==> config.mk <==
export PLATFORM = sky130hd
export DESIGN_NAME = twin_down_timer
export DESIGN_NICKNAME = d
export VERILOG_FILES = /design/src/rtl/tmr_pkg.sv /design/src/rtl/tmr_prescaler.sv /design/src/rtl/tmr_channel.sv /design/src/rtl/twin_down_timer.sv
export SDC_FILE = /design/constraint.sdc
export NUM_CORES = 1
export LEC_CHECK = 0
export BUFFER_PORTS_ARGS = -buffer_cell sky130_fd_sc_hd__buf_2
export CORE_MARGIN = 2
export CORE_UTILIZATION = 63
export DETAILED_ROUTE_END_ITERATION = 8
export PLACE_DENSITY = 0.87
export SYNTH_ARGS = -nofsm -noshare
export SYNTH_HDL_FRONTEND = slang
export SYNTH_HIERARCHICAL = 1
export SYNTH_SLANG_ARGS = --single-unit
==> constraint.sdc <==
create_clock -name clk -period 5.3 [get_ports clk]
set_input_delay 0.795 -clock clk [delete_from_list [all_inputs] [get_ports clk]]
set_output_delay 0.795 -clock clk [all_outputs]
set_load 0.01 [all_outputs]
==> src/rtl/tmr_pkg.sv <==
package tmr_pkg;
  localparam int CTL_W        = 8;
  localparam int CTL_ONESHOT  = 0;
  localparam int CTL_WIDE     = 1;
  localparam int CTL_PRE_LO   = 2;
  localparam int CTL_PRE_HI   = 3;
  localparam int CTL_IE       = 5;
  localparam int CTL_PERIODIC = 6;
  localparam int CTL_EN       = 7;
  localparam logic [CTL_W-1:0] CTL_RESET = 8'h20;
  localparam logic [CTL_W-1:0] CTL_WMASK = 8'hEF;

  localparam logic [2:0] W_LOAD   = 3'd0;
  localparam logic [2:0] W_VALUE  = 3'd1;
  localparam logic [2:0] W_CTRL   = 3'd2;
  localparam logic [2:0] W_ICLR   = 3'd3;
  localparam logic [2:0] W_RAW    = 3'd4;
  localparam logic [2:0] W_MASKED = 3'd5;
  localparam logic [2:0] W_BGLOAD = 3'd6;

  typedef enum logic [1:0] {MODE_FREE, MODE_PERIODIC, MODE_ONESHOT} run_mode_e;

  function automatic run_mode_e decode_mode(input logic [CTL_W-1:0] c);
    if (c[CTL_ONESHOT])       return MODE_ONESHOT;
    else if (c[CTL_PERIODIC]) return MODE_PERIODIC;
    else                      return MODE_FREE;
  endfunction
endpackage

==> src/rtl/tmr_prescaler.sv <==
module tmr_prescaler #(
  parameter int LOG_A = 4,
  parameter int LOG_B = 8
) (
  input  logic       clk,
  input  logic       rst,
  input  logic       run_i,
  input  logic       tick_i,
  input  logic [1:0] sel_i,
  output logic       step_o
);
  logic [LOG_B-1:0] cnt_q;

  always_ff @(posedge clk) begin
    if (rst || !run_i) cnt_q <= '0;
    else if (tick_i)   cnt_q <= cnt_q + 1'b1;
  end

  always_comb begin
    case (sel_i)
      2'b00:   step_o = run_i && tick_i;
      2'b01:   step_o = run_i && tick_i && (&cnt_q[LOG_A-1:0]);
      default: step_o = run_i && tick_i && (&cnt_q);
    endcase
  end
endmodule

==> src/rtl/tmr_channel.sv <==
module tmr_channel
  import tmr_pkg::*;
#(
  parameter int DATA_W = 32,
  parameter int LOG_A  = 4,
  parameter int LOG_B  = 8
) (
  input  logic              clk,
  input  logic              rst,
  input  logic              tick_i,
  input  logic              wr_i,
  input  logic [2:0]        word_i,
  input  logic [DATA_W-1:0] wdata_i,
  output logic [DATA_W-1:0] rd_word_o,
  output logic [DATA_W-1:0] value_o,
  output logic [CTL_W-1:0]  ctrl_o,
  output logic              raw_o,
  output logic              masked_o
);
  localparam int HALF = DATA_W / 2;
  localparam logic [DATA_W-1:0] NARROW = {{(DATA_W-HALF){1'b0}}, {HALF{1'b1}}};
  localparam logic [DATA_W-1:0] ONE    = DATA_W'(1);

  logic [DATA_W-1:0] cnt_q, cnt_d, load_q, wmask, cur;
  logic [CTL_W-1:0]  ctrl_q;
  logic              raw_q, step, hit;
  logic              load_wr, bg_wr, ctrl_wr, clr_wr;
  run_mode_e         mode;

  assign load_wr = wr_i && (word_i == W_LOAD);
  assign bg_wr   = wr_i && (word_i == W_BGLOAD);
  assign ctrl_wr = wr_i && (word_i == W_CTRL);
  assign clr_wr  = wr_i && (word_i == W_ICLR);

  assign wmask = ctrl_q[CTL_WIDE] ? '1 : NARROW;
  assign cur   = cnt_q & wmask;
  assign mode  = decode_mode(ctrl_q);

  tmr_prescaler #(.LOG_A(LOG_A), .LOG_B(LOG_B)) pre_i (
    .clk   (clk),
    .rst   (rst),
    .run_i (ctrl_q[CTL_EN]),
    .tick_i(tick_i),
    .sel_i (ctrl_q[CTL_PRE_HI:CTL_PRE_LO]),
    .step_o(step)
  );

  always_comb begin
    cnt_d = cnt_q;
    if (load_wr) begin
      cnt_d = wdata_i;
    end else if (step) begin
      if (cur == '0) begin
        case (mode)
          MODE_PERIODIC: cnt_d = load_q & wmask;
          MODE_FREE:     cnt_d = wmask;
          default:       cnt_d = cur;
        endcase
      end else begin
        cnt_d = cur - ONE;
      end
    end
  end

  assign hit = step && !load_wr && (cur == ONE);

  always_ff @(posedge clk) begin
    if (rst) begin
      cnt_q  <= '1;
      load_q <= '0;
      ctrl_q <= CTL_RESET;
      raw_q  <= 1'b0;
    end else begin
      cnt_q <= cnt_d;
      if (load_wr || bg_wr) load_q <= wdata_i;
      if (ctrl_wr) ctrl_q <= wdata_i[CTL_W-1:0] & CTL_WMASK;
      if (hit)         raw_q <= 1'b1;
      else if (clr_wr) raw_q <= 1'b0;
    end
  end

  assign value_o  = cur;
  assign ctrl_o   = ctrl_q;
  assign raw_o    = raw_q;
  assign masked_o = raw_q && ctrl_q[CTL_IE];

  always_comb begin
    case (word_i)
      W_LOAD, W_BGLOAD: rd_word_o = load_q;
      W_VALUE:          rd_word_o = cur;
      W_CTRL:           rd_word_o = DATA_W'(ctrl_q);
      W_RAW:            rd_word_o = DATA_W'(raw_q);
      W_MASKED:         rd_word_o = DATA_W'(masked_o);
      default:          rd_word_o = '0;
    endcase
  end
endmodule

==> src/rtl/twin_down_timer.sv <==
module twin_down_timer
  import tmr_pkg::*;
#(
  parameter int NUM_TIMERS = 2,
  parameter int DATA_W     = 32,
  parameter int LOG_A      = 4,
  parameter int LOG_B      = 8,
  localparam int SEL_W     = (NUM_TIMERS > 1) ? $clog2(NUM_TIMERS) : 1,
  localparam int ADDR_W    = 5 + SEL_W
) (
  input  logic                  clk,
  input  logic                  rst,
  input  logic [NUM_TIMERS-1:0] tick_i,
  input  logic                  wr_en_i,
  input  logic                  rd_en_i,
  input  logic [ADDR_W-1:0]     addr_i,
  input  logic [DATA_W-1:0]     wdata_i,
  output logic [DATA_W-1:0]     rdata_o,
  output logic                  irq_o
);
  logic [SEL_W-1:0] sel;
  logic [2:0]       word;
  logic [NUM_TIMERS-1:0][DATA_W-1:0] rd_words, val_vec;
  logic [NUM_TIMERS-1:0] raw_vec, masked_vec, ie_vec, en_vec, oneshot_vec;
  logic [DATA_W-1:0] rdata_d;

  assign sel  = addr_i[ADDR_W-1:5];
  assign word = addr_i[4:2];

  for (genvar g = 0; g < NUM_TIMERS; g++) begin : g_tmr
    logic [CTL_W-1:0] ctrl;
    tmr_channel #(.DATA_W(DATA_W), .LOG_A(LOG_A), .LOG_B(LOG_B)) ch_i (
      .clk      (clk),
      .rst      (rst),
      .tick_i   (tick_i[g]),
      .wr_i     (wr_en_i && (sel == SEL_W'(g))),
      .word_i   (word),
      .wdata_i  (wdata_i),
      .rd_word_o(rd_words[g]),
      .value_o  (val_vec[g]),
      .ctrl_o   (ctrl),
      .raw_o    (raw_vec[g]),
      .masked_o (masked_vec[g])
    );
    assign ie_vec[g]      = ctrl[CTL_IE];
    assign en_vec[g]      = ctrl[CTL_EN];
    assign oneshot_vec[g] = ctrl[CTL_ONESHOT];
  end

  always_comb begin
    rdata_d = '0;
    for (int i = 0; i < NUM_TIMERS; i++)
      if (sel == SEL_W'(i)) rdata_d = rd_words[i];
  end

  always_ff @(posedge clk) begin
    if (rst) begin
      rdata_o <= '0;
      irq_o   <= 1'b0;
    end else begin
      if (rd_en_i) rdata_o <= rdata_d;
      irq_o <= |masked_vec;
    end
  end
endmodule

# Yosys cells after proc, flatten, opt, wreduce, memory -nomap -nowiden
# Index checks and enable logic that the tools add are counted.
# classes
n_addsub	4
n_reduce_logical	47
n_eq_ne	12
mux	23
bitwise	5
# op_table
cell	n
case mux 32 bit (5 select lines)	2
two-way mux 32 bit	9
bitwise AND 32 bit	4
case mux 32 bit (2 select lines)	2
== test 32 x 1 -> 1 bit, second input constant	2
zero test 32 bit	2
subtractor 32 x 1 -> 32 bit, second input constant	2
logical AND 1 bit	22
adder 8 x 1 -> 8 bit, second input constant	2
AND reduction 8 bit	2
== test 3 bit, second input constant	3
== test 2 x 1 -> 1 bit, second input constant	4
zero test 2 bit	4
AND reduction 4 bit	2
nonzero test 2 bit	4
== test 3 x 2 -> 1 bit, second input constant	2
two-way mux 1 bit	6
zero test 1 bit	4
logical OR 1 bit	4
two-way mux 2 bit	2
case mux 1 bit (2 select lines)	2
OR reduction 2 bit	2
== test 3 x 1 -> 1 bit, second input constant	1
zero test 3 bit	1
inverter 1 bit	1
# word_totals
inputBits	44
wordCells	103
register_bits	193
output_inout_bits	33

# Logic depth before layout (Yosys ltp)
# Gate-level depths: netlist (run 1).
# depth
ltp_word	7
mapped_depth	10
ltp_nobuf	9

# Hierarchy
# Netlist (run 1), hierarchy kept.
# by_module_without_submodules
module	seq_area_each_um2	cells_each	area_each_um2	instances
tmr_channel (g_tmr[1].ch_i)	1441.4	668	4858.4	1
tmr_channel (g_tmr[0].ch_i)	1441.4	660	4794.6	1
twin_down_timer	660.6	148	1480.2	1
tmr_prescaler	160.2	44	379.1	2

# Worst setup path before layout (run 1)
# OpenSTA, ideal clock, no wires.
# synth_path
kind	input to register
from	input port addr_i[5]
to	register g_tmr[0].ch_i.cnt_q[7]
slack_ns	2.316
t_required_ns	5.178
setup_time_ns	0.122
cell_stages	9
t_arrival_ns	2.862
n_path_buf	4
path_cell_list	buf_6 -> buf_12 -> nor2b_1 -> or4b_2 -> clkbuf_1 -> a41oi_1 -> buf_2 -> nand2_1 -> o32a_1
# synth_between
elab_chain_cells	4
elab_cells_between_ends	5
classes_between	mux (1); bitwise (1); reduce/logical (3)
# synth_lines
item	line_no	rtl
from (decl)	twin_down_timer.sv:16	input logic [ADDR_W-1:0] addr_i,
inverter 1 bit (*)	-	
logical AND 1 bit (*)	twin_down_timer.sv:36	.wr_i (wr_en_i && (sel == SEL_W'(g))),
logical AND 1 bit (*)	tmr_channel.sv:30	assign load_wr = wr_i && (word_i == W_LOAD);
two-way mux 32 bit or nonzero test 2 bit (tied branches)	-	
to (signal assigned)	tmr_channel.sv:74	cnt_q <= cnt_d;
to (decl)	tmr_channel.sv:24	logic [DATA_W-1:0] cnt_q, cnt_d, load_q, wmask, cur;
# Mark *: on every way between the ends. The rest lies on a longest branch, timed or not.
# A chain may end at the register's enable or synchronous reset.

# Final worst setup path (run 1)
# layout_path
from	register g_tmr[1].ch_i.cnt_q[0]
to	register g_tmr[1].ch_i.cnt_q[15]
# layout_between
elab_chain_cells	5
elab_cells_between_ends	6
classes_between	add/sub (1); mux (3); bitwise (1); reduce/logical (1)
# layout_lines
item	line_no	rtl
from (decl)	tmr_channel.sv:24	
from (signal assigned)	tmr_channel.sv:74	
bitwise AND 32 bit (*)	tmr_channel.sv:36	assign cur = cnt_q & wmask;
subtractor 32 x 1 -> 32 bit or zero test 32 bit (tied branches)	tmr_channel.sv:60, tmr_channel.sv:53	
two-way mux 32 bit (*)	tmr_channel.sv:53	if (cur == '0) begin
two-way mux 32 bit (*)	tmr_channel.sv:52	end else if (step) begin
two-way mux 32 bit (*)	tmr_channel.sv:50	if (load_wr) begin
# Mark *: on every way between the ends. The rest lies on a longest branch, timed or not. The select of a mux whose other input is x is not followed.

==> impl_metrics.toml, run 1 <==
[setup_path]
end_kind = "flop"
worst_path_max_delay_cell = "nor3b_1"
path_cells = "inv_1 > ha_1 > nor3b_1 > nand3_2 > nor4_4 > buf_4 > a21oi_1 > a311oi_1 > o311ai_1"
worstPathRequired_ns = 5.59
slowest_delay_ns = 0.81
crit_type = "reg2reg"
cp_data_arrival_time_ns = 3.71
critPathMaxFanout = 12
critical_path.top_delay_family = "simple AND/OR/NAND/NOR gates"
r2r_cells = 9
crit_path_start_kind = "flop"
cp.depth = 9
crit_buf_inv = 2

[drt]
ant_nets = 0
drcViolationCount = 0
wl_per_cell_um = 22.5
drtPass1Iterations = 7
routed_wl_um = 39400
vias = 12505
viasPerCell = 7.15
drtIter0Drc = 1875

[timing]
whs_ns = 0.471
skew_ns = 0.00768
rsz0062_at_grt = "no"
worst_pin_slew_ns = 1.27
finalSetupViolCount = 0
period_needed_ns = 3.42
drv_slew = 0
relSlewSlack = 0.153
period_share = 0.645
max_freq_ghz = 0.292
fin_tns_setup_ns = 0
finalHoldViolCount = 0

[floorplan]
io_pins = 77
dieArea_um2 = 19600
dieWidth_um = 140
die_h_um = 140
design.core.area_um2 = 18000
fp-row-count = 49
initial_utilization = 0.645

[status]
outcome = "complete, no violations"

[global_route]
grt.overflow.total = 0
grt_start_max_net_pins = 92
first_global_vias = 11329
grt.total_usage = 0.392
antenna_found_initial = 1
grt_pass1_wl_um = 61500

[min_path]
min_path_type = "reg2reg"
hold_path_depth = 2

[cts]
postCtsHoldBufs = 0
cts.clk_slew.worst_paths_ns = 0.07
root_buffer = "clkbuf_16"
cts_sinks = 193
cts_tree = "built"
cts_buffer_depth = 2
cts_inserted_buffers = 17
clkLatencyLatePin_ns = 0.44
post_cts_resized = 0
cts_setup_buffers = 0
htree_num_levels = 4

[synth]
netlist_area_um2 = 11600
synth_cells = 1527
syn-num-nets = 1577
syn_avg_cell_area_um2 = 7.61
synth_warnings = 6

[place]
hpwl_um = 25400
place_inst = 1719
io_buffers = 74
gp_congestion = 0.975

[layout]
nets = 1559
diodes = 0
layout-drive-gt1-share = 0.102
final_core_util = 0.690
area_growth_pct = 6.93
fin_cells = 1750

[power_and_ir_drop]
total_power_uw = 3160
powerDensity_nw_per_um2 = 255
leakage_uw = 0.00433
vdd_drop_max_uv = 239

[job]
drv_cap = 0
-- layout make-up --
type | count | area, um^2
repair buffers | 96 | 538
fillers | 1511 | 5600
clock inverters | 13 | 164
inverters | 30 | 113
multi-input cells | 1171 | 7030
flip-flops and latches | 193 | 3860
well taps | 229 | 287
clock buffers | 18 | 429
-- sequential cells by signal, summed over array words and instances, names as in the netlist --
register                cells
g_tmr.ch_i/cnt_q           64
g_tmr.ch_i/ctrl_o          14
g_tmr.ch_i/load_q          64
g_tmr.ch_i/pre_i/cnt_q     16
g_tmr.ch_i/raw_o            2
irq_o                       1
rdata_o                    32
-- per-stage QoR --
stage	worst slack [ns]	area [um^2]
finish	1.88	12400
global route	1.73	12400
CTS	2.04	12400
detailed placement	1.66	11800
global placement	1.82	11800
floorplan	2.32	11600
-- worst paths after layout --
check             slack (ns)                                    to                                  from
setup / recovery        1.88  g_tmr[1].ch_i/cnt_q[15]$_SDFFE_PP1P_   g_tmr[1].ch_i/cnt_q[0]$_SDFFE_PP1P_
hold / removal          0.47  g_tmr[1].ch_i/load_q[9]$_SDFFE_PP0P_  g_tmr[1].ch_i/load_q[9]$_SDFFE_PP0P_
setup reg to reg        1.88  g_tmr[1].ch_i/cnt_q[15]$_SDFFE_PP1P_   g_tmr[1].ch_i/cnt_q[0]$_SDFFE_PP1P_
hold reg to reg         0.47  g_tmr[1].ch_i/load_q[9]$_SDFFE_PP0P_  g_tmr[1].ch_i/load_q[9]$_SDFFE_PP0P_
-- where the power goes --
group          switching, uW  total [uW]  internal, uW
logic                    210         310          99.9
registers               35.2        1520          1490
clock network            591        1330           741
-- layer usage --
layer | vias to the layer above | track usage | share of wire
met3 | 217 | 0.102 | 0.13
met4 | 2 | 0.247 | 0.072
li1 | 5531 | - | -
met1 | 5736 | 0.511 | 0.38
met2 | 1019 | 0.578 | 0.42
met5 | - | 0 | 0.00033
-- cells in the final DEF (no fill, tap or decap), drive strengths merged, types with 30 or more instances in the layout --
master and count:
a211oi 50, a21oi 142, a22o 48, and2 32, buf 96, dfxtp 193
inv 30, mux2i 49, nand2 210, nor2 139, nor3 42, o21ai 113
-- worst reg2reg max path, cell delays in order, from the launching register on --
cell and delay (ns):
dfxtp_1 0.37, inv_1 0.13, ha_1 0.20, nor3b_1 0.81
nand3_2 0.45, nor4_4 0.49, buf_4 0.32, a21oi_1 0.07
a311oi_1 0.31, o311ai_1 0.13
Power figures use the tool's default switching activity.
==> run 2, diff against run 1 <==
Settings changed: ABC_AREA set to 1, CORE_UTILIZATION 63 to 56, PLACE_DENSITY 0.87 to 0.82.
Clock period 5.3 ns to 3 ns, I/O delays scaled along.
==> run 2 against run 1 <==
Effect of this change: sequential share of layout area fell by 2.3 points; non-clock buffer count rose by 13; first-iteration DRC count fell by 15%; die area rose by 20%; critical path type unchanged; worst setup slack got worse by 1.4 ns.
==> impl_metrics.toml, run 2 <==
[status]
outcome = "complete, no violations"

[timing]
period_needed_ns = 2.55
finalHoldViolCount = 0
drv_slew = 0
worst_pin_slew_ns = 1.31
finalSetupViolCount = 0
max_freq_ghz = 0.391
period_share = 0.852
rsz0062_at_grt = "no"
skew_ns = 0.0142
fin_tns_setup_ns = 0
timing.final.ws_setup_ns = 0.445
relSlewSlack = 0.128

[cts]
postCtsHoldBufs = 0
cts_inserted_buffers = 17
clkLatencyLatePin_ns = 0.46
cts_tree = "built"
cts_sinks = 193
cts_buffer_depth = 2
cts.clk_slew.worst_paths_ns = 0.08
htree_num_levels = 4
root_buffer = "clkbuf_16"
post_cts_resized = 0
cts_setup_buffers = 0

[drt]
drtIter0Drc = 1588
routed_wl_um = 39100
drtPass1Iterations = 6
vias = 13678
wl_per_cell_um = 16.5
ant_nets = 0
viasPerCell = 5.78
drcViolationCount = 0

[setup_path]
end_kind = "flop"
worstPathRequired_ns = 3.33
crit_path_start_kind = "flop"
timing.critical_path.from = "g_tmr[0].ch_i/ctrl_o[1]$_SDFFE_PP0P_"
cp_data_arrival_time_ns = 2.89
crit_type = "reg2reg"
critPathMaxFanout = 24
worstReg2RegStart = "g_tmr[0].ch_i/ctrl_o[1]$_SDFFE_PP0P_"

[power_and_ir_drop]
leakage_uw = 0.00627
powerDensity_nw_per_um2 = 430
vdd_drop_max_uv = 348
total_power_uw = 5780

[global_route]
grt_start_max_net_pins = 51
grt_pass1_wl_um = 63000
antenna_found_initial = 0
first_global_vias = 12278
grt.overflow.total = 0
grt.total_usage = 0.328

[place]
io_buffers = 74
gp_congestion = 0.964
hpwl_um = 28000
dp_slack_ns = 0.370

[min_path]
holdCritStartpoint = "tick_i[0]"
min_path_type = "in2reg"

[synth]
synth_warnings = 6
netlist_area_um2 = 12500
syn-num-nets = 2100
synth_cells = 2050
syn_avg_cell_area_um2 = 6.09

[layout]
area_growth_pct = 7.69
diodes = 0
layout_common_cells = "nand2_1 (563), nor2_1 (363), o21ai_0 (208)"
layout-drive-gt1-share = 0.110
final_common_cell = "nand2_1"
nets = 2124
reg.largest.list = "g_tmr.ch_i/cnt_q: 64 flops, g_tmr.ch_i/load_q: 64 flops, rdata_o: 32 flops"

[floorplan]
io_pins = 77
fp-row-count = 54
die_h_um = 153
dieWidth_um = 153
initial_utilization = 0.572
design.core.area_um2 = 21800
dieArea_um2 = 23500

[job]
drv_cap = 0
## run 2: worst paths after layout
kind              cells after the start  slack (ns)                                         to
setup / recovery                     11        0.45       g_tmr[0].ch_i/cnt_q[23]$_SDFFE_PP1P_
hold reg to reg                       2        0.48       g_tmr[1].ch_i/load_q[8]$_SDFFE_PP0P_
hold / removal                        2        0.27  g_tmr[0].ch_i/pre_i/cnt_q[1]$_SDFFE_PP0P_
setup reg to reg                     11        0.45       g_tmr[0].ch_i/cnt_q[23]$_SDFFE_PP1P_
## run 2: per-stage QoR
step | cell area [um^2] | hold WS [ns] | instances | util
floorplan | 12500 | 0.449 | 2050 | -
global placement | 12900 | 0.462 | 2335 | 0.589
detailed placement | 12900 | 0.472 | 2335 | 0.589
CTS | 13400 | 0.259 | 2366 | 0.616
global route | 13400 | 0.272 | 2366 | 0.616
finish | 13400 | 0.269 | 2366 | 0.616
## run 2: where the power goes
part / switching [uW] / leakage, uW / internal [uW]
Combinational: 496 / 0.00441 / 223
Clock: 1150 / 0.000291 / 1190
Sequential: 70.9 / 0.00157 / 2650
Total: 1710 / 0.00627 / 4060
## run 2: routing by layer
metal,track usage,vias to the layer above,share of wire
li1,-,6610,-
met1,0.445,6231,0.43
met2,0.520,705,0.44
met3,0.0437,132,0.088
met4,0.152,0,0.047
met5,0,-,0
## run 2: critical path, cell delays in order, from the launching register on
cell,delay [ns]
dfxtp_1,0.80
buf_4,0.28
nand2_1,0.16
nand2_1,0.14
nor2_2,0.06
nand2_2,0.12
nor2_8,0.07
nand2_4,0.26
buf_4,0.26
nand3_1,0.10
o211ai_1,0.09
nand2_1,0.08
## run 2: final cells by class
| class | instances | area [um^2] |
|---|---|---|
| Sequential cell | 193 | 3860 |
| Clock inverter | 14 | 166 |
| Timing Repair Buffer | 109 | 648 |
| Tap cell | 280 | 350 |
| Inverter | 199 | 759 |
| Fill cell | 2057 | 8380 |
| Clock buffer | 17 | 425 |
| Multi-Input combinational cell | 1554 | 7230 |
==> run 3, diff against run 2 <==
Settings changed: BUFFER_PORTS_ARGS -buffer_cell sky130_fd_sc_hd__buf_2 to -buffer_cell sky130_fd_sc_hd__buf_4, CORE_UTILIZATION 56 to 58, CTS_BUF_LIST set to sky130_fd_sc_hd__clkbuf_4 sky130_fd_sc_hd__clkbuf_8, PLACE_DENSITY 0.82 to 0.85.
==> run 3 against run 2 <==
Effect of this change: maximum frequency fell by 0.76%; global-route usage grew 2.2 points; sequential power is essentially flat; flip-flop and latch count unchanged; die area fell by 3.4%; power down 8.0%; worst setup slack got worse by 0.020 ns; first-iteration DRC count down 4.8%; largest power group unchanged.
==> impl_metrics.toml, run 3 (synthesis results as in run 2) <==
[status]
outcome = "complete, no violations"

[place]
io_buffers = 74
hpwl_um = 28400
place_area_um2 = 13000
gp_congestion = 0.964
dp_slack_ns = 0.409

[layout]
layout-drive-gt1-share = 0.109
final_core_util = 0.638
area_growth_pct = 7.75
reg.largest.list = "g_tmr.ch_i/cnt_q: 64 flops, g_tmr.ch_i/load_q: 64 flops, rdata_o: 32 flops"
layout_common_cells = "nand2_1 (563), nor2_1 (363), o21ai_0 (208)"
diodes = 0
stdcell_area_um2 = 13500
final_common_cell = "nand2_1"
nFillCells = 1974
nets = 2121

[global_route]
grt_pass1_wl_um = 62800
grt.overflow.total = 0
first_global_vias = 12435
grt.total_usage = 0.350
antenna_found_initial = 0
grt_start_max_net_pins = 65

[setup_path]
r2r_cells = 10
path_cells = "nand2_1 > nand2_1 > nor2_2 > nand2_2 > nor2_8 > nand2_4 > buf_4 > nand3_1 > o211ai_1 > nand2_1"
critPathMaxFanout = 26
cp_data_arrival_time_ns = 2.96
critical_path.top_delay_family = "simple AND/OR/NAND/NOR gates"
worst_path_max_delay_cell = "dfxtp_1"
end_kind = "flop"
crit_type = "reg2reg"
r2r_setup_slack_ns = 0.43
r2r_end = "g_tmr[0].ch_i/cnt_q[19]$_SDFFE_PP1P_"
slowest_delay_ns = 0.85
crit_path_start_kind = "flop"
worstPathRequired_ns = 3.38
path_common_cell = "nand2_1"
crit_buf_inv = 1
worstReg2RegStart = "g_tmr[0].ch_i/ctrl_o[1]$_SDFFE_PP0P_"

[timing]
period_share = 0.858
drv_slew = 0
worst_pin_slew_ns = 1.31
period_needed_ns = 2.57
finalHoldViolCount = 0
rsz0062_at_grt = "no"
skew_ns = 0.0216
timing.final.ws_setup_ns = 0.425
relSlewSlack = 0.123
fin_tns_setup_ns = 0
finalSetupViolCount = 0
max_freq_ghz = 0.388

[drt]
drtIter0Drc = 1511
routed_wl_um = 39400
wl_per_cell_um = 16.7
drcViolationCount = 0
drtPass1Iterations = 9
viasPerCell = 5.84
ant_nets = 0
vias = 13769

[min_path]
min_path_type = "in2reg"
holdCritStartpoint = "tick_i[1]"
hold_end = "g_tmr[1].ch_i/pre_i/cnt_q[1]$_SDFFE_PP0P_"
hold_path_depth = 2

[cts]
post_cts_resized = 0
htree_num_levels = 4
cts_sinks = 193
clkLatencyLatePin_ns = 0.50
root_buffer = "clkbuf_8"
postCtsHoldBufs = 0
cts_setup_buffers = 0
cts_buffer_depth = 2
cts.clk_slew.worst_paths_ns = 0.12
cts_inserted_buffers = 17
cts_tree = "built"

[power_and_ir_drop]
leakage_uw = 0.00622
vdd_drop_max_uv = 381
powerDensity_nw_per_um2 = 395

[floorplan]
initial_utilization = 0.592
io_pins = 77
die_h_um = 151
fp-row-count = 53
design.core.area_um2 = 21100
dieWidth_um = 151
dieArea_um2 = 22700

[job]
drv_cap = 0
[run 3: layout make-up]
class,count,area [um^2],area share
Tap cell,275,344,0.0256
Inverter,199,759,0.0565
Timing Repair Buffer,106,828,0.0616
Multi-Input combinational cell,1554,7230,0.537
Sequential cell,193,3860,0.287
Clock inverter,14,178,0.0132
Clock buffer,18,248,0.0184
[run 3: power by group]
| group | total [uW] | switching [uW] | leakage, uW | internal, uW |
|---|---|---|---|---|
| clock | 1850 | 1110 | 0.000213 | 741 |
| sequential | 2730 | 76.2 | 0.00157 | 2650 |
| combinational | 740 | 491 | 0.00444 | 250 |
| total | 5320 | 1670 | 0.00622 | 3640 |
[run 3: worst reg2reg max path, cell delays in order (launching register included)]
cell and delay, ns:
dfxtp_1 0.85, nand2_1 0.36, nand2_1 0.21, nor2_2 0.07
nand2_2 0.13, nor2_8 0.07, nand2_4 0.26, buf_4 0.27
nand3_1 0.11, o211ai_1 0.09, nand2_1 0.08
[run 3: metrics by stage]
step | hold slack, ns | std cells | total power [uW]
after global placement | 0.464 | 2326 | 3480
final | 0.170 | 2359 | 5320
after detailed placement | 0.474 | 2326 | 3500
after CTS | 0.143 | 2358 | 5320
after floorplan | 0.449 | 2050 | 3250
after global routing | 0.148 | 2359 | 5520
[run 3: worst max path at each step]
stage	endpoint	cells after the start	startpoint
finish	g_tmr[0].ch_i/cnt_q[19]$_SDFFE_PP1P_	10	g_tmr[0].ch_i/ctrl_o[1]$_SDFFE_PP0P_
global route	g_tmr[0].ch_i/cnt_q[19]$_SDFFE_PP1P_	10	g_tmr[0].ch_i/ctrl_o[1]$_SDFFE_PP0P_
CTS	g_tmr[0].ch_i/cnt_q[19]$_SDFFE_PP1P_	10	g_tmr[0].ch_i/ctrl_o[1]$_SDFFE_PP0P_
detailed placement	g_tmr[1].ch_i/cnt_q[21]$_SDFFE_PP1P_	7	addr_i[5]
global placement	g_tmr[1].ch_i/cnt_q[25]$_SDFFE_PP1P_	7	addr_i[5]
floorplan	g_tmr[0].ch_i/cnt_q[21]$_SDFFE_PP1P_	9	addr_i[5]
[run 3: metal layers]
metal	GRT usage	part of all wire	vias to the layer above	wire length, um
li1	-	-	6594	-
met1	0.459	0.41	6273	16200
met3	0.0624	0.091	143	3590
met4	0.191	0.056	0	2220
met5	0	0	-	0
met2	0.547	0.44	759	17300
